<file path="config.mk">
export PLATFORM = sky130hd
export DESIGN_NAME = sample_chain_driver
export DESIGN_NICKNAME = d
export VERILOG_FILES = /design/src/rtl/sample_chain_driver.sv
export SDC_FILE = /design/constraint.sdc
export NUM_CORES = 1
export LEC_CHECK = 0
export ABC_AREA = 1
export ABC_CLOCK_PERIOD_IN_PS = 1600
export CORE_MARGIN = 2
export CORE_UTILIZATION = 25
export CTS_CLUSTER_DIAMETER = 150
export DETAILED_ROUTE_END_ITERATION = 16
export SLEW_MARGIN = 5
export SYNTH_ARGS = -nofsm -noshare
export SYNTH_HDL_FRONTEND = slang
export SYNTH_SLANG_ARGS = --single-unit
export TNS_END_PERCENT = 30
</file>
<file path="constraint.sdc">
create_clock -name clk -period 1.6 [get_ports clk]
set_clock_uncertainty 0.2 [all_clocks]
set_input_delay 0.24 -clock clk [delete_from_list [all_inputs] [get_ports clk]]
set_output_delay 0.24 -clock clk [all_outputs]
set_load 0.02 [all_outputs]
</file>
<file path="src/rtl/sample_chain_driver.sv">
module sample_chain_driver #(
  parameter int LANES  = 2,
  parameter int WORDS  = 4,
  parameter int WORD_W = 16,
  parameter int DIV    = 4
) (
  input  logic                          clk,
  input  logic                          rst_n,
  input  logic                          tick,
  input  logic                          ld_valid,
  input  logic [LANES*WORDS*WORD_W-1:0] ld_data,
  output logic                          ld_ready,
  output logic                          sclk,
  output logic [LANES-1:0]              sdata,
  output logic                          latch,
  output logic                          underflow
);
  localparam int FB   = WORDS * WORD_W;
  localparam int HALF = DIV / 2;
  localparam int CW   = (DIV > 2) ? $clog2(DIV) : 1;
  localparam int BW   = (FB > 2) ? $clog2(FB) : 1;

  logic [LANES*FB-1:0] pend_q, cur_q;
  logic                full_q, busy_q;
  logic [CW-1:0]       cnt_q;
  logic [BW-1:0]       bit_q;

  wire accept   = tick & ~latch & ~busy_q;
  wire take     = ld_valid & ~full_q;
  wire bit_end  = busy_q & (cnt_q == CW'(DIV - 1));
  wire last_bit = (bit_q == BW'(FB - 1));

  assign ld_ready = ~full_q;
  assign sclk     = busy_q & (cnt_q >= CW'(HALF));

  always_ff @(posedge clk or negedge rst_n) begin
    if (!rst_n) begin
      pend_q    <= '0;
      cur_q     <= '0;
      full_q    <= 1'b0;
      latch     <= 1'b0;
      underflow <= 1'b0;
    end else begin
      latch <= accept;
      if (take) begin
        pend_q <= ld_data;
        full_q <= 1'b1;
      end
      if (accept) begin
        if (full_q) begin
          cur_q  <= pend_q;
          full_q <= 1'b0;
        end else begin
          underflow <= 1'b1;
        end
      end else if (tick) begin
        underflow <= 1'b1;
      end
    end
  end

  always_ff @(posedge clk or negedge rst_n) begin
    if (!rst_n) begin
      busy_q <= 1'b0;
      cnt_q  <= '0;
      bit_q  <= '0;
    end else if (latch) begin
      busy_q <= 1'b1;
      cnt_q  <= '0;
      bit_q  <= '0;
    end else if (busy_q) begin
      if (bit_end) begin
        cnt_q <= '0;
        if (last_bit) busy_q <= 1'b0;
        else          bit_q  <= bit_q + 1'b1;
      end else begin
        cnt_q <= cnt_q + 1'b1;
      end
    end
  end

  for (genvar l = 0; l < LANES; l++) begin : g_lane
    logic [FB-1:0] sh_q;
    always_ff @(posedge clk or negedge rst_n) begin
      if (!rst_n)                     sh_q <= '0;
      else if (latch)                 sh_q <= cur_q[l*FB +: FB];
      else if (bit_end && !last_bit)  sh_q <= {sh_q[FB-2:0], 1'b0};
    end
    assign sdata[l] = busy_q & sh_q[FB-1];
  end
endmodule

</file>
==> flow_metrics.env, run 1 <==
export IMPL_synth_nets=1785
export IMPL_synth_area_um2=15700
export IMPL_ys_seq_elements=396
export IMPL_multi_input_area_um2=5930
export IMPL_critPathRequiredTime_ps=1160
export IMPL_grt_pass1_vias=12100
export IMPL_syn_area_per_cell_um2=9.50
export IMPL_cts_tree="yes"
export IMPL_cts_buffers=45
export IMPL_htree_levels=2
export IMPL_grt_max_degree=98
export IMPL_hold_violations=0
export IMPL_cts_root_buffer="clkbuf_16"
export IMPL_combPwrFrac_pct=31.7
export IMPL_p_per_area_nw_per_um2=1830
export IMPL_final_util_pct=35.7
export IMPL_path_class="reg2out"
export IMPL_io_buffers=137
export IMPL_finalCritPeriodShare_pct=119
export IMPL_seqPwrFrac_pct=41.8
export IMPL_rsz0062_at_grt="yes"
export IMPL_cp_end_kind="primary output"
export IMPL_synth_area_leaders="dfrtp_1 (63%), nand2_1 (14%), nand3_1 (6.2%)"
export IMPL_vias=11884
export IMPL_drt_vias_per_instance=4.34
export IMPL_grt_busiest_layer="met2"
export IMPL_slew_violations=0
export IMPL_slew_headroom_pct=71.7
export IMPL_async_reset_ff_share_pct=100
export IMPL_clk_pin_slew_worst_paths_ps=60
export IMPL_netlist_area_leader_share_pct=63.2
export IMPL_outcome="finished, violations left"
export IMPL_violations="negative setup slack"
export IMPL_worst_slew_pin_slew_ps=425
export IMPL_min_from="ld_data[22]"
export IMPL_drc=0
export IMPL_swShare_pct=32.8
export IMPL_yosysTopAreaCell="dfrtp_1"
export IMPL_yosysSeqAreaShare_pct=63.2
export IMPL_clk_path_buf_depth=3
export IMPL_p_sw_mw=13.3
export IMPL_rrSetupSlack_ps=-280
export IMPL_dp_hpwl_um=23500
export IMPL_fillers=6097
export IMPL_p_clk_share_pct=26.5
export IMPL_dp_cells=2610
export IMPL_start_util_pct=25.4
export IMPL_tns_ps=-33170
export IMPL_p_total_mw=40.4
export IMPL_global_route_usage_met1_pct=16.1
export IMPL_drt_iter0_markers=651
export IMPL_clock_fmax_mhz=524
export IMPL_worst_ir_drop_vdd_uv=877
export IMPL_fin_ws_ps=-310
export IMPL_drv_cap=0
export IMPL_gp_congestion=0.728
export IMPL_drt_antenna_violating_nets=0
export IMPL_grt_use_met2_pct=21.2
export IMPL_instances_no_fill=2739
export IMPL_yosysUniqueCellTypes=22
export IMPL_overflow=0
export IMPL_grt_use_total_pct=12.5
export IMPL_yosys_top_cells_count="nand2_1 (595), dfrtp_1 (396), nand3_1 (194), inv_1 (79)"
export IMPL_worstPathArrival_ps=1470
export IMPL_core_rowCount=91
export IMPL_antenna_found_initial=0
export IMPL_area_delta_synth_final_pct=40.6
export IMPL_num_antenna_cells=0
export IMPL_die_x_um=254
export IMPL_wire_per_inst_um=15.1
export IMPL_finalNetCount=2002
export IMPL_synth_warnings=0
export IMPL_rr_startpoint="cnt_q[0]"
export IMPL_met3_usage_pct=2.57
export IMPL_synth_main_ff_cell="dfrtp_1"
export IMPL_crit_path_max_fanout=3
export IMPL_synth_edf_count=0
export IMPL_syn_inst=1650
export IMPL_dieArea_um2=64700
export IMPL_startpoint="cnt_q[1]"
export IMPL_clk_latency_ps=560
export IMPL_drive_gt1_share_pct=25.5
export IMPL_die_y_um=254
export IMPL_p_int_mw=27.1
export IMPL_hp_class="in2reg"
export IMPL_cp_start_kind="flip-flop"
export IMPL_core_um2=61800
export IMPL_yosysMostFrequentCell="nand2_1"
export IMPL_leakagePower_nw=10.8
export IMPL_ios=138
export IMPL_grt_pass1_wl_um=64400
export IMPL_dr_pass1_iters=5
export IMPL_cts_sinks=396
export IMPL_routed_wl_um=41400
export IMPL_finalSetupViolations=254
export IMPL_fin_crit_ps=1910
export IMPL_register_area_um2=9920
-- registers in the layout, indices dropped and copies added (netlist names) --
| signal | cells |
|---|---|
| bit_q | 6 |
| busy_q | 1 |
| cnt_q | 2 |
| cur_q | 128 |
| full_q | 1 |
| g_lane.sh_q | 128 |
| latch | 1 |
| pend_q | 128 |
| underflow | 1 |
-- area by class of cell --
type | count | share of cell area [%]
flip-flops and latches | 396 | 45.0
well taps | 837 | 4.75
multi-input cells | 1075 | 26.9
clock buffers | 58 | 5.75
inverters | 81 | 1.41
repair buffers | 268 | 15.0
clock inverters | 24 | 1.25
-- critical path, stage by stage, from the launching register on --
cell     delay [ps]
dfrtp_2         450
ha_4            190
nor2_4          100
nor2_4           40
buf_6           120
-- stage by stage --
stage / hold slack [ps] / worst slack [ps] / area (um2)
2_1_floorplan: -256 / -16.1 / 15700
3_3_place_gp: -29.2 / -259 / 18600
3_5_place_dp: -24.8 / -297 / 18600
4_1_cts: 5.61 / -380 / 21300
5_1_grt: 42.2 / -375 / 22000
6_report: 56.5 / -310 / 22000
-- metal layers --
layer	part of all wire [%]	up-vias
met3	4.0	72
met1	44	5879
met4	3.0	0
met2	49	211
met5	0	-
li1	-	5722
-- kinds of logic (layout without fill, tap and decap cells) --
family                   Yosys count  in the layout  synth area share, %
adder cells (fa/ha/maj)            3              3                0.239
AND/OR/NAND/NOR                  862            862                 22.3
flip-flops                       396            396                 63.2
AO/OA/AOI/OAI                    141            141                 4.56
buffers and inverters            179            431                 4.82
multiplexers                      69             69                 4.92
-- final timing paths --
path,to,cells past startpoint
max,sclk,4
min,pend_q[22],3
max reg2reg,g_lane[0].sh_q[41],11
min reg2reg,underflow,2
max in group asynchronous,pend_q[53],3
min in group asynchronous,cur_q[101],3
-- layout by cell type (no fill, tap or decap), drive strengths merged, types with 2 or more instances in the layout --
master	count
o21ai	73
clkdlybuf4s50	130
nand2	596
nand4	2
clkbuf	63
inv	83
mux2	65
ha	3
clkinv	8
bufinv	5
mux2i	4
nand3	194
nor2	70
a21oi	66
buf	131
clkinvlp	9
dfrtp	396
-- repair_timing --
action / CTS / global route
pin swaps: 15 / 61
buffers inserted: 22 / 6
cloned: 19 / 6
gates resized for setup: 151 / 190
setup endpoints to repair: 258 / 267
endpoints found under the hold margin: 396 / 0
hold buffers: 2 / 0
-- power by group through the flow --
stage	combinational (mW)	sequential [mW]	clock [mW]
final	12.8	16.9	10.7
after global routing	14.1	17.4	11.5
after CTS	12.0	16.7	11.1
after detailed placement	9.08	16.7	0
after global placement	8.66	16.6	0
after floorplan	6.08	16.0	0
(Power assumes the default switching activity.)
==> inputs of run 2 (changes only) <==
CORE_ASPECT_RATIO = 0.9   (was unset)
SETUP_SLACK_MARGIN = 0.02   (was unset)
==> run 2 against run 1 <==
The flow still finishes with violations (negative setup slack). Worst setup slack lost 54 ps. Utilization shrank 1.2 points. First-iteration DRC count shrank 9.2%. Sequential cell count is the same. Via count shrank 1.6%. Sequential share of layout area grew 1.1 points. Combinational power shrank 6%. Critical endpoint unchanged.
==> flow_metrics.env, run 2 (synthesized netlist as in run 1, its figures left out) <==
export IMPL_grt_use_total_pct=12.3
export IMPL_overflow=0
export IMPL_crit_chain="inv_2, ha_2, nor2_1, nor2_1, buf_4"
export IMPL_grt_max_degree=81
export IMPL_cp_end_kind="primary output"
export IMPL_finalNetCount=2008
export IMPL_ios=138
export IMPL_drc=0
export IMPL_outcome="finished, violations left"
export IMPL_drv_cap=0
export IMPL_slew_violations=0
export IMPL_vias=11699
export IMPL_reg_top3="cur_q x128, g_lane.sh_q x128, pend_q x128"
export IMPL_fin_crit_ps=1960
export IMPL_crit_buf_inv=2
export IMPL_dr_pass1_iters=5
export IMPL_area_delta_synth_final_pct=37.1
export IMPL_rsz0062_at_grt="yes"
export IMPL_fillers=6234
export IMPL_routed_wl_um=39700
export IMPL_fin_ws_ps=-364
export IMPL_finalSetupViolations=301
export IMPL_htree_levels=2
export IMPL_grt_pass1_wl_um=64000
export IMPL_worstPathArrival_ps=1520
export IMPL_leakagePower_nw=10.3
export IMPL_drive_gt1_share_pct=17.0
export IMPL_path_class="reg2out"
export IMPL_start_util_pct=25.1
export IMPL_hold_worst_slack_ps=49.0
export IMPL_drt_antenna_violating_nets=0
export IMPL_drt_iter0_markers=591
export IMPL_layout_common_cells="nand2_1 (574), dfrtp_1 (393), nand3_1 (189), clkdlybuf4s50_1 (130), inv_1 (74)"
export IMPL_slew_headroom_pct=44.6
export IMPL_critPathRequiredTime_ps=1160
export IMPL_cts_sinks=396
export IMPL_dieArea_um2=64700
export IMPL_hold_violations=0
export IMPL_die_y_um=242
export IMPL_core_rowCount=87
export IMPL_cts_root_buffer="clkbuf_16"
export IMPL_crit_path_max_fanout=2
export IMPL_worst_slew_pin_slew_ps=831
export IMPL_worst_ir_drop_vdd_uv=1050
export IMPL_crit_top_cell="nor2_1"
export IMPL_register_area_um2=9920
export IMPL_cts_buffers=45
export IMPL_clk_latency_ps=570
export IMPL_wire_per_inst_um=14.4
export IMPL_gp_congestion=0.732
export IMPL_io_buffers=137
export IMPL_slowest_stage="dfrtp_1"
export IMPL_p_per_area_nw_per_um2=1830
export IMPL_violations="negative setup slack"
export IMPL_drt_vias_per_instance=4.25
export IMPL_grt_pass1_vias=12140
export IMPL_max_stage_delay_ps=400
export IMPL_dp_hpwl_um=23100
export IMPL_core_um2=62400
export IMPL_clk_path_buf_depth=3
export IMPL_clock_fmax_mhz=509
export IMPL_clk_pin_slew_worst_paths_ps=60
export IMPL_finalCritPeriodShare_pct=123
export IMPL_cts_tree="yes"
export IMPL_final_util_pct=34.5
export IMPL_multi_input_area_um2=5170
export IMPL_tns_ps=-43440
export IMPL_cp_top_family="flip-flops"
export IMPL_antenna_found_initial=0
export IMPL_cp_start_kind="flip-flop"
export IMPL_layout_commonest_cell="nand2_1"
export IMPL_die_x_um=268
export IMPL_hp_class="in2reg"
run 2: path summary, 6_finish.rpt:
check	from	to	slack [ps]	cells past startpoint
max reg2reg	cnt_q[0]	g_lane[1].sh_q[1]	-330	11
min in group asynchronous	rst_n	pend_q[102]	90	3
min reg2reg	cur_q[82]	cur_q[82]	270	2
max	cnt_q[0]	sclk	-360	5
min	ld_data[13]	pend_q[13]	50	3
max in group asynchronous	rst_n	pend_q[31]	230	3
run 2: timing repair:
action | in CTS | in global routing
gates resized for setup | 105 | 21
setup endpoints to repair | 250 | 411
cloned | 19 | 7
hold endpoints to repair | 396 | 0
hold buffers | 2 | 0
pin swaps | 9 | 4
setup buffers | 29 | 4
run 2: metal layers:
metal | up-vias | share of wire, % | global-route usage, % | wire length (um)
li1 | 5735 | - | - | -
met1 | 5686 | 46 | 16.5 | 18100
met2 | 222 | 48 | 20.1 | 18900
met3 | 56 | 4.6 | 2.39 | 1810
met4 | 0 | 2.2 | 3.48 | 893
met5 | - | 0 | 0 | 0
run 2: final cells by class:
class | count | area share [%]
flip-flops and latches | 396 | 46.1
clock inverters | 20 | 1.36
inverters | 81 | 1.43
clock buffers | 61 | 5.94
diodes | 1 | 0.0116
well taps | 845 | 4.92
multi-input cells | 1075 | 24.1
repair buffers | 274 | 16.2
run 2: worst reg2reg max path, cell delays in order (launching register included):
cell       delay, ps
dfrtp_1          370
buf_4            130
ha_4             130
nand2_4           50
buf_4            130
nand2_4           70
nand2_8           80
buf_12           150
buf_12           120
bufbuf_16        270
nand2_1           60
nand3_1           60
run 2: power by group:
part	leakage, nW	internal, mW	switching, mW	total [mW]
Clock	0.763	6.58	4.29	10.9
Sequential	4.84	14.4	2.20	16.6
Combinational	4.69	6.11	5.86	12.0
run 2: through the flow:
step / setup WS (ps) / total power [mW] / area (um2) / instances
after floorplan: -2.24 / 22.1 / 15700 / 1650
after global placement: -261 / 25.0 / 18600 / 2611
after detailed placement: -307 / 25.5 / 18600 / 2611
after CTS: -425 / 39.5 / 21200 / 2742
after global routing: -441 / 42.1 / 21500 / 2752
final: -364 / 39.4 / 21500 / 2753
==> inputs of run 3 (changes only) <==
CTS_CLUSTER_SIZE = 40   (was unset)
==> run 3 against run 2 <==
The run still ends with negative setup slack left. Register-to-register slack better by 30 ps. Critical path depth decreased by 1. Wire length up 3.6%. Clock power decreased by 57%. Combinational power rose by 19%. Non-clock buffer count up 3. Cell count is 2.2% lower. First-iteration DRC count is 1.7% higher. Sequential power is 3% higher.
==> flow_metrics.env, run 3 (synthesized netlist as in run 1, its figures left out) <==
export IMPL_routed_wl_um=41200
export IMPL_grt_max_degree=81
export IMPL_drc=0
export IMPL_crit_path_max_fanout=3
export IMPL_p_sw_mw=13.0
export IMPL_worst_slew_pin_slew_ps=836
export IMPL_dp_slack_ps=-307
export IMPL_grt_use_total_pct=12.0
export IMPL_core_rowCount=87
export IMPL_reg_top3="cur_q x128, g_lane.sh_q x128, pend_q x128"
export IMPL_htree_levels=1
export IMPL_antenna_found_initial=0
export IMPL_clk_latency_ps=560
export IMPL_start_util_pct=25.1
export IMPL_met3_usage_pct=1.35
export IMPL_slew_headroom_pct=44.2
export IMPL_die_y_um=242
export IMPL_cts_sinks=396
export IMPL_finalSetupViolations=320
export IMPL_gp_congestion=0.732
export IMPL_swShare_pct=36.0
export IMPL_drt_iter0_markers=601
export IMPL_leakagePower_nw=11.3
export IMPL_ios=138
export IMPL_violations="negative setup slack"
export IMPL_p_int_mw=23.1
export IMPL_area_delta_synth_final_pct=40.5
export IMPL_dr_pass1_iters=5
export IMPL_core_um2=62400
export IMPL_global_route_usage_met1_pct=16.5
export IMPL_startpoint="cnt_q[1]"
export IMPL_p_clk_share_pct=13.1
export IMPL_layout_commonest_cell="nand2_1"
export IMPL_overflow=0
export IMPL_grt_pass1_wl_um=63200
export IMPL_cts_tree="yes"
export IMPL_drv_cap=0
export IMPL_grt_busiest_layer="met2"
export IMPL_cp_start_kind="flip-flop"
export IMPL_drt_antenna_violating_nets=0
export IMPL_finalCritPeriodShare_pct=121
export IMPL_clock_fmax_mhz=517
export IMPL_slew_violations=0
export IMPL_fillers=6154
export IMPL_outcome="finished, violations left"
export IMPL_dieArea_um2=64700
export IMPL_worstPathArrival_ps=1490
export IMPL_p_per_area_nw_per_um2=1640
export IMPL_clk_pin_slew_worst_paths_ps=150
export IMPL_hold_worst_slack_ps=39.7
export IMPL_worst_ir_drop_vdd_uv=717
export IMPL_wire_per_inst_um=15.3
export IMPL_io_buffers=137
export IMPL_path_class="reg2out"
export IMPL_cts_root_buffer="clkbuf_16"
export IMPL_layout_common_cells="nand2_1 (418), dfrtp_1 (392), clkdlybuf4s50_1 (130), nand2_4 (118), nand3_2 (118)"
export IMPL_hold_violations=0
export IMPL_critPathRequiredTime_ps=1160
export IMPL_fin_crit_ps=1930
export IMPL_combPwrFrac_pct=39.5
export IMPL_tns_ps=-45420
export IMPL_grt_pass1_vias=11822
export IMPL_cts_buffers=13
export IMPL_vias=11697
export IMPL_clk_path_buf_depth=3
export IMPL_dp_hpwl_um=23100
export IMPL_seqPwrFrac_pct=47.4
export IMPL_drive_gt1_share_pct=29.7
export IMPL_grt_use_met2_pct=20.4
export IMPL_drt_vias_per_instance=4.35
export IMPL_fin_ws_ps=-334
export IMPL_rr_startpoint="cnt_q[0]"
export IMPL_min_from="ld_data[13]"
export IMPL_finalNetCount=1980
export IMPL_die_x_um=268
export IMPL_cp_end_kind="primary output"
export IMPL_hp_class="in2reg"
export IMPL_rsz0062_at_grt="yes"
==> run 3: worst max-delay path, cell delays in order (launching register included) <==
cell and delay, ps:
dfrtp_2 490, buf_4 170, nor2_4 120, nor2_4 40, buf_6 120
==> run 3: power by group through the flow <==
stage / combinational, mW / clock, mW / sequential (mW)
floorplan: 6.13 / 0 / 16.0
global placement: 8.45 / 0 / 16.6
detailed placement: 8.81 / 0 / 16.7
CTS: 12.1 / 4.96 / 16.5
global route: 15.7 / 5.23 / 17.6
finish: 14.3 / 4.72 / 17.1
==> run 3: final cells by class <==
class                      count  area [um2]  area share (%)
inverter                      81         314            1.43
clock inverter                 2        38.8           0.176
tap                          845        1060            4.80
clock buffer                  14         329            1.49
multi-input combinational   1076        6800            30.9
antenna                        1        2.50          0.0114
sequential                   396        9920            45.0
timing repair buffer         277        3560            16.2
==> run 3: per-layer routing <==
layer  vias up  routed length (um)
met5         -                   0
met4         0                1080
met3        37                1010
met2       150               20500
met1      5856               18600
li1       5654                   -
==> run 3: metrics by stage <==
| step | area, um2 | total power [mW] | std cells | util, % |
|---|---|---|---|---|
| finish | 22000 | 36.1 | 2692 | 35.3 |
| global route | 22000 | 38.6 | 2691 | 35.3 |
| CTS | 20200 | 33.5 | 2682 | 32.4 |
| detailed placement | 18600 | 25.5 | 2611 | 29.8 |
| global placement | 18600 | 25.0 | 2611 | 29.8 |
| floorplan | 15700 | 22.1 | 1650 | - |
==> run 3: path summary, 6_finish.rpt <==
path | cells past startpoint | to | slack [ps]
min in group asynchronous | 3 | g_lane[1].sh_q[39] | 80
min | 3 | pend_q[13] | 40
max | 4 | sclk | -330
max reg2reg | 12 | g_lane[1].sh_q[39] | -300
max in group asynchronous | 3 | pend_q[31] | 220
min reg2reg | 2 | cur_q[82] | 290
==> run 3: timing repair <==
action	CTS	global route
hold endpoints to repair	396	0
setup endpoints to repair	264	413
buffers inserted	29	14
pin swaps	7	74
resized for setup	100	481
cloned	24	7
hold buffers	2	0
